==> config.mk <==
export PLATFORM = sky130hd
export DESIGN_NAME = uexec_datapath
export DESIGN_NICKNAME = d
export VERILOG_FILES = /design/src/rtl/uexec_pkg.sv /design/src/rtl/uexec_alu.sv /design/src/rtl/uexec_opsel.sv /design/src/rtl/uexec_state.sv /design/src/rtl/uexec_datapath.sv
export SDC_FILE = /design/constraint.sdc
export NUM_CORES = 1
export LEC_CHECK = 0
export ABC_AREA = 1
export BUFFER_PORTS_ARGS = -buffer_cell sky130_fd_sc_hd__buf_2
export CAP_MARGIN = 20
export CORE_MARGIN = 4
export CORE_UTILIZATION = 45
export CTS_BUF_LIST = sky130_fd_sc_hd__clkbuf_8
export DETAILED_ROUTE_END_ITERATION = 6
export HOLD_SLACK_MARGIN = 0.08
export PLACE_DENSITY = 0.7
export SYNTH_ARGS = -nofsm -noshare
export SYNTH_HDL_FRONTEND = slang
export SYNTH_HIERARCHICAL = 1
export SYNTH_SLANG_ARGS = --single-unit
==> constraint.sdc <==
create_clock -name clk -period 2.8 [get_ports clk]
set_input_delay 0.14 -clock clk [delete_from_list [all_inputs] [get_ports clk]]
set_output_delay 0.14 -clock clk [all_outputs]
set_load 0.1 [all_outputs]
==> src/rtl/uexec_pkg.sv <==
package uexec_pkg;

    localparam int WORD_W = 16;
    localparam int BYTE_W = 8;
    localparam int SCR_N  = 4;
    localparam int CTL_W  = 5;
    localparam int SEL_W  = 4;
    localparam int UI_W   = 32;
    localparam int SCR_IW = $clog2(SCR_N);

    localparam logic [WORD_W-1:0] PC_RESET  = 16'h0400;
    localparam logic [WORD_W-1:0] BAD_RES   = 16'hEEEE;
    localparam logic [WORD_W-1:0] SP_PAGE   = 16'h0100;
    localparam logic [BYTE_W-1:0] FLG_FORCE = 8'h30;

    // ALU function codes
    localparam logic [SEL_W-1:0] FN_ADD = 4'h2;
    localparam logic [SEL_W-1:0] FN_AND = 4'h3;
    localparam logic [SEL_W-1:0] FN_OR  = 4'h4;
    localparam logic [SEL_W-1:0] FN_XOR = 4'h5;
    localparam logic [SEL_W-1:0] FN_SHR = 4'h6;

    typedef enum logic [SEL_W-1:0] {
        LOC_S0  = 4'h0, LOC_S1  = 4'h1, LOC_S2  = 4'h2, LOC_S3  = 4'h3,
        LOC_ACC = 4'h4, LOC_IX  = 4'h5, LOC_IY  = 4'h6, LOC_PC  = 4'h7,
        LOC_SP  = 4'h8, LOC_FLG = 4'h9, LOC_ADR = 4'hA, LOC_DAT = 4'hB,
        LOC_STS = 4'hC, LOC_CTL = 4'hD, LOC_ZRO = 4'hE, LOC_IMM = 4'hF
    } loc_e;

    typedef struct packed {
        logic [SCR_N-1:0][WORD_W-1:0] scr;
        logic [BYTE_W-1:0]            acc;
        logic [BYTE_W-1:0]            ix;
        logic [BYTE_W-1:0]            iy;
        logic [WORD_W-1:0]            pc;
        logic [BYTE_W-1:0]            sp;
        logic [BYTE_W-1:0]            flg;
        logic [WORD_W-1:0]            adr;
        logic [BYTE_W-1:0]            wdat;
        logic [CTL_W-1:0]             ctl;
    } arch_t;

    typedef struct packed {
        arch_t             arch;
        logic [WORD_W-1:0] last;
        logic              c8;
        logic              ovf;
        logic              nmi_lat;
        logic              nmi_hist;
        logic              irq_g;
    } state_t;

endpackage

==> src/rtl/uexec_alu.sv <==
module uexec_alu
    import uexec_pkg::*;
(
    input  logic [SEL_W-1:0]  fn,
    input  logic [WORD_W-1:0] opa,
    input  logic [WORD_W-1:0] opb,
    output logic [WORD_W-1:0] res,
    output logic              is_add,
    output logic              c8,
    output logic              ovf
);

    localparam int LOW_W = BYTE_W - 1;

    logic [BYTE_W:0]   low_sum;
    logic [LOW_W:0]    sub_sum;
    logic              c7;

    always_comb begin
        low_sum = {1'b0, opa[BYTE_W-1:0]} + {1'b0, opb[BYTE_W-1:0]};
        sub_sum = {1'b0, opa[LOW_W-1:0]} + {1'b0, opb[LOW_W-1:0]};
        c7      = sub_sum[LOW_W];
        c8      = low_sum[BYTE_W];
        ovf     = c7 ^ c8;
        is_add  = (fn == FN_ADD);
        unique case (fn)
            FN_ADD:  res = opa + opb;
            FN_AND:  res = opa & opb;
            FN_OR:   res = opa | opb;
            FN_XOR:  res = opa ^ opb;
            FN_SHR:  res = {1'b0, opa[WORD_W-1:1]};
            default: res = BAD_RES;
        endcase
    end

endmodule

==> src/rtl/uexec_opsel.sv <==
module uexec_opsel
    import uexec_pkg::*;
#(
    parameter bit SWAP_PC = 1'b0
) (
    input  arch_t             st,
    input  logic [BYTE_W-1:0] rdat,
    input  logic [WORD_W-1:0] status,
    input  logic [WORD_W-1:0] top_val,
    input  logic [SEL_W-1:0]  sel,
    output logic [WORD_W-1:0] val
);

    logic [WORD_W-1:0] pc_view;

    generate
        if (SWAP_PC) begin : g_swap
            assign pc_view = {st.pc[BYTE_W-1:0], st.pc[WORD_W-1:BYTE_W]};
        end else begin : g_plain
            assign pc_view = st.pc;
        end
    endgenerate

    always_comb begin
        unique case (loc_e'(sel))
            LOC_S0, LOC_S1, LOC_S2, LOC_S3:
                     val = st.scr[sel[SCR_IW-1:0]];
            LOC_ACC: val = {{(WORD_W-BYTE_W){1'b0}}, st.acc};
            LOC_IX:  val = {{(WORD_W-BYTE_W){1'b0}}, st.ix};
            LOC_IY:  val = {{(WORD_W-BYTE_W){1'b0}}, st.iy};
            LOC_PC:  val = pc_view;
            LOC_SP:  val = SP_PAGE | {{(WORD_W-BYTE_W){1'b0}}, st.sp};
            LOC_FLG: val = {{(WORD_W-BYTE_W){1'b0}}, st.flg};
            LOC_ADR: val = st.adr;
            LOC_DAT: val = {rdat, rdat};
            LOC_STS: val = status;
            LOC_CTL: val = {{(WORD_W-CTL_W){1'b0}}, st.ctl};
            LOC_ZRO: val = '0;
            default: val = top_val;
        endcase
    end

endmodule

==> src/rtl/uexec_state.sv <==
module uexec_state
    import uexec_pkg::*;
(
    input  logic              clk,
    input  logic              rst_n,
    input  logic              wb_en,
    input  logic [SEL_W-1:0]  dst,
    input  logic [WORD_W-1:0] alu_res,
    input  logic              is_add,
    input  logic              add_c8,
    input  logic              add_ovf,
    input  logic              nmi_n,
    input  logic              nmi_clear,
    input  logic              irq_req,
    output arch_t             arch_q,
    output logic [WORD_W-1:0] status_q,
    output logic [WORD_W-1:0] last_q
);

    state_t st_d, st_q;

    always_comb begin
        st_d = st_q;
        if (is_add) begin
            st_d.c8  = add_c8;
            st_d.ovf = add_ovf;
        end
        if (wb_en) begin
            st_d.last = alu_res;
            unique case (loc_e'(dst))
                LOC_S0, LOC_S1, LOC_S2, LOC_S3:
                         st_d.arch.scr[dst[SCR_IW-1:0]] = alu_res;
                LOC_ACC: st_d.arch.acc  = alu_res[BYTE_W-1:0];
                LOC_IX:  st_d.arch.ix   = alu_res[BYTE_W-1:0];
                LOC_IY:  st_d.arch.iy   = alu_res[BYTE_W-1:0];
                LOC_PC:  st_d.arch.pc   = alu_res;
                LOC_SP:  st_d.arch.sp   = alu_res[BYTE_W-1:0];
                LOC_FLG: st_d.arch.flg  = alu_res[BYTE_W-1:0] | FLG_FORCE;
                LOC_ADR: st_d.arch.adr  = alu_res;
                LOC_DAT: st_d.arch.wdat = alu_res[BYTE_W-1:0];
                LOC_CTL: st_d.arch.ctl  = alu_res[CTL_W-1:0];
                default: ;
            endcase
        end
        st_d.nmi_hist = nmi_n;
        if (nmi_clear)
            st_d.nmi_lat = 1'b0;
        else if (st_q.nmi_hist && !nmi_n)
            st_d.nmi_lat = 1'b1;
        st_d.irq_g = irq_req & ~st_q.arch.flg[2];
    end

    always_ff @(posedge clk or negedge rst_n) begin
        if (!rst_n) begin
            st_q          <= '0;
            st_q.arch.pc  <= PC_RESET;
            st_q.nmi_hist <= 1'b1;
        end else begin
            st_q <= st_d;
        end
    end

    assign arch_q   = st_q.arch;
    assign last_q   = st_q.last;
    assign status_q = {{(WORD_W-7){1'b0}}, st_q.ovf, st_q.irq_g, 1'b0,
                       st_q.nmi_lat, 2'b00, st_q.c8};


    hold_last_chk: assert property (@(posedge clk) disable iff (!rst_n)
        !wb_en |=> $stable(st_q.last));


    hold_flags_chk: assert property (@(posedge clk) disable iff (!rst_n)
        !is_add |=> ($stable(st_q.c8) && $stable(st_q.ovf)));


    flag_force_chk: assert property (@(posedge clk) disable iff (!rst_n)
        (wb_en && dst == LOC_FLG) |=> (st_q.arch.flg[5:4] == 2'b11));


    nmi_clr_chk: assert property (@(posedge clk) disable iff (!rst_n)
        nmi_clear |=> !st_q.nmi_lat);


    nmi_set_chk: assert property (@(posedge clk) disable iff (!rst_n)
        (!nmi_clear && $fell(nmi_n)) |=> st_q.nmi_lat);


    pc_reset_chk: assert property (@(posedge clk) disable iff (!rst_n)
        $rose(rst_n) |-> (st_q.arch.pc == PC_RESET));

endmodule

==> src/rtl/uexec_datapath.sv <==
module uexec_datapath
    import uexec_pkg::*;
(
    input  logic              clk,
    input  logic              rst_n,
    input  logic [UI_W-1:0]   uinst,
    input  logic [BYTE_W-1:0] rd_data,
    input  logic              nmi_n,
    input  logic              nmi_clear,
    input  logic              irq_req,
    output logic [WORD_W-1:0] addr_out,
    output logic [BYTE_W-1:0] wr_data,
    output logic [CTL_W-1:0]  ctl_out,
    output logic [WORD_W-1:0] last_result
);

    logic [SEL_W-1:0]  fn, dst, sel_a, sel_b;
    logic [WORD_W-1:0] imm;
    logic [WORD_W-1:0] opa, opb, alu_res, status;
    logic              wb_en, is_add, add_c8, add_ovf;
    arch_t             arch;

    assign fn    = uinst[31:28];
    assign dst   = uinst[27:24];
    assign sel_a = uinst[23:20];
    assign sel_b = uinst[19:16];
    assign imm   = uinst[15:0];
    assign wb_en = (fn >= FN_ADD);

    uexec_opsel #(.SWAP_PC(1'b0)) u_sel_a (
        .st(arch), .rdat(rd_data), .status(status), .top_val('0),
        .sel(sel_a), .val(opa)
    );

    uexec_opsel #(.SWAP_PC(1'b1)) u_sel_b (
        .st(arch), .rdat(rd_data), .status(status), .top_val(imm),
        .sel(sel_b), .val(opb)
    );

    uexec_alu u_alu (
        .fn(fn), .opa(opa), .opb(opb), .res(alu_res),
        .is_add(is_add), .c8(add_c8), .ovf(add_ovf)
    );

    uexec_state u_state (
        .clk(clk), .rst_n(rst_n), .wb_en(wb_en), .dst(dst),
        .alu_res(alu_res), .is_add(is_add), .add_c8(add_c8),
        .add_ovf(add_ovf), .nmi_n(nmi_n), .nmi_clear(nmi_clear),
        .irq_req(irq_req), .arch_q(arch), .status_q(status),
        .last_q(last_result)
    );

    assign addr_out = arch.adr;
    assign wr_data  = arch.wdat;
    assign ctl_out  = arch.ctl;


    and_mask_chk: assert property (@(posedge clk) disable iff (!rst_n)
        (fn == FN_AND) |-> ((alu_res & ~opa) == '0));


    shr_fill_chk: assert property (@(posedge clk) disable iff (!rst_n)
        (fn == FN_SHR) |-> (alu_res[WORD_W-1] == 1'b0));


    sp_page_chk: assert property (@(posedge clk) disable iff (!rst_n)
        (sel_a == LOC_SP) |-> (opa[WORD_W-1:BYTE_W] == 8'h01));

endmodule

==> results.json <==
{
  "ys_seq_elements": 169,
  "worst-endpoint-arrival_ns": 3.18,
  "cp.required_ns": 3.19,
  "cts_tree": "built",
  "sequentialPowerShare_pct": 36.5,
  "critPathKind": "register to register",
  "wl_per_cell_um": 19.3,
  "ioPinCount": 90,
  "syn-instance-count": 2073,
  "ys_async_sr_fraction_pct": 100,
  "first_pass_iters": 5,
  "numCtsBuffers": 17,
  "layout-drive-gt1-share_pct": 26.3,
  "power-per-cell-area_nw_per_um2": 577,
  "maxSlewViolCount": 0,
  "path_max_fanout": 7,
  "period_minus_slack_ns": 2.79,
  "critical_path.max_stage_delay_ns": 0.47,
  "synth_cell_types": 39,
  "clock-sinks": 169,
  "crit_path_start": "u_state/arch_q[34]",
  "antenna_found_initial": 1,
  "clk_pin_slew_ns": 0.11,
  "dieArea_um2": 33000,
  "chipHeight_um": 182,
  "clock_path_buffers": 2,
  "comb_power_share_pct": 42.0,
  "netlist_top_cells_area": "dfrtp_1, nand2_1, buf_4, nand3_1, nand4_1",
  "fin_nets": 2268,
  "tightest_slew_ns": 0.936,
  "clock_latency_ns": 0.49,
  "die_w_um": 182,
  "grt_max_degree": 77,
  "grt_pass1_vias": 13100,
  "cpMostUsedCell": "nand2_1",
  "fin_area_um2": 16000,
  "clkPwrFrac_pct": 21.4,
  "row_count": 63,
  "p_leak_nw": 8.70,
  "totalWireLength_um": 49900,
  "drv_cap": 0,
  "crit_cells": 15,
  "path_cells": "nand2_1 -> nand2_1 -> nor2_1 -> nand4_1 -> buf_4 -> ha_1 -> nand2_1 -> nand2_2 -> a21oi_4 -> nand3b_1 -> nand3_1 -> nand4_1 -> buf_6 -> buf_12 -> mux2_2",
  "htreeDepth": 4,
  "dp_hpwl_um": 36500,
  "synth_area_per_cell_um2": 6.54,
  "fin_crit_sh_pct": 99.6,
  "rsz0062_at_grt": "yes",
  "switching_power_mw": 4.15,
  "hold_viol": 0,
  "synth_flop_cell": "dfrtp_1",
  "fillCellCount": 2904,
  "synth.most_common_cell": "nand2_1",
  "reg2reg_depth": 15,
  "start_kind": "register",
  "synth_edf_count": 0,
  "yosys.area.top_type_share_pct": 30.8,
  "clock_tree.root_cell": "clkbuf_8",
  "synth_top_cells_by_count": "nand2_1, buf_4, dfrtp_1",
  "grt_pass1_wl_um": 74400,
  "gp_congestion": 1.04,
  "ant_nets": 0,
  "yosysTopAreaCell": "dfrtp_1",
  "status": "finished clean",
  "drc": 0,
  "cp_top_family": "simple AND/OR/NAND/NOR gates",
  "slew_headroom_pct": 37.5,
  "swShare_pct": 44.8,
  "num_vias": 14100,
  "portBuffers": 89,
  "grt.total_usage_pct": 28.7,
  "drtIter0Drc": 1439,
  "fp.coreArea_um2": 29700,
  "syn_area_um2": 13600,
  "path_buf_inv": 3,
  "fmax_mhz": 359,
  "p_int_mw": 5.11,
  "ys_warn_count": 6,
  "antennaDiodeCount": 0,
  "placed_cell_area_um2": 14700,
  "vias_per_cell": 5.44,
  "ys_seq_area_share_pct": 31.2,
  "critPathSlowestCell": "dfrtp_2",
  "peakVddDrop_v": 0.000353,
  "setup_viol": 0,
  "hold_class": "input port to async pin",
  "overflow": 0,
  "rr_startpoint": "u_state/arch_q[34]",
  "hold_slack_ns": 0.173,
  "finalClockSkew_ns": 0.0255,
  "endpoint_kind": "register",
  "syn_to_final_growth_pct": 18.2,
  "start_util_pct": 45.6
}
[state kept, by name, summed over array words and instances (netlist names)]
name and count:
u_state/st_q 1, u_state/arch_q 148, u_state/status_q 4, u_state/last_q 16
[path summary, 6_finish.rpt]
check / end / slack [ns]
setup / recovery: u_state/last_q[7] / 0.01
hold / removal: u_state/last_q[10] / 0.17
setup reg to reg: u_state/last_q[7] / 0.01
hold reg to reg: u_state/arch_q[6] / 0.48
max in group asynchronous: u_state/arch_q[44] / 1.71
min in group clk: u_state/arch_q[2] / 0.17
[placed cells by master (no fill, tap or decap), types with 5 or more instances in the layout]
cell and instances:
nand2_1 881, buf_4 207, dfrtp_1 166, nand3_1 147, inv_1 116, nor2_1 89
nand4_1 89, buf_2 88, nand2_2 58, nor2_2 29, conb_1 28, inv_2 25
buf_12 23, o21bai_1 23, nor2_4 21, nand3_2 18, ha_1 18, clkbuf_8 17
o22ai_1 17, mux2_2 16, nand2_4 14, buf_6 11, ha_4 11, a21oi_1 10
nor3_1 9, dlygate4sd3_1 6, o21ai_0 6, inv_4 5, nand3_4 5
[final cells by class]
cell class / instances / area [um2] / area share (%)
clock buffers: 17 / 234 / 1.46
clock inverters: 15 / 214 / 1.33
inverters: 148 / 568 / 3.54
multi-input cells: 1517 / 7600 / 47.4
flip-flops and latches: 169 / 4230 / 26.4
well taps: 390 / 488 / 3.04
repair buffers: 337 / 2690 / 16.8
[power groups by stage]
stage / clock network [mW] / logic [mW] / registers (mW)
2_1_floorplan: 0 / 3.03 / 3.15
3_5_place_dp: 0 / 3.42 / 3.42
6_report: 1.98 / 3.89 / 3.38
4_1_cts: 2.02 / 3.47 / 3.37
5_1_grt: 2.12 / 4.18 / 3.44
3_3_place_gp: 0 / 3.37 / 3.41
[routing by layer]
layer	global-route usage (%)	up-vias	wire length (um)
li1	-	6574	-
met1	38.8	6668	20600
met2	47.2	749	23400
met3	4.13	104	4180
met4	10.1	2	1640
met5	0	-	12
[per-stage QoR]
step | setup WS [ns] | power [mW] | setup TNS (ns) | std cells | util, %
3_5_place_dp | -0.410 | 6.84 | -28.88 | 2531 | 49.4
2_1_floorplan | 0.129 | 6.17 | 0 | 2099 | -
4_1_cts | 0.00564 | 8.87 | 0 | 2571 | 51.4
5_1_grt | -0.112 | 9.74 | -3.84 | 2593 | 53.9
6_report | 0.0116 | 9.25 | 0 | 2593 | 53.9
3_3_place_gp | -0.364 | 6.78 | -24.26 | 2531 | 49.4
[kinds of logic after synthesis]
family	Yosys count	synth area share, %
compound gates	70	3.35
xor+xnor	1	0.0646
fa+ha+maj	33	3.10
buf+inv	413	17.9
flops	169	31.2
mux	18	1.49
other cells	2	0.0554
simple gates	1367	42.8
[repair_timing]
item / CTS / global route
pin swaps: 4 / 68
gates resized for setup: 23 / 156
cloned: 0 / 3
hold buffers: 6 / 0
hold endpoints to repair: 61 / 0
setup endpoints to repair: 62 / 147
buffers inserted: 2 / 19
Note: power is estimated with default switching activity, not from simulation.
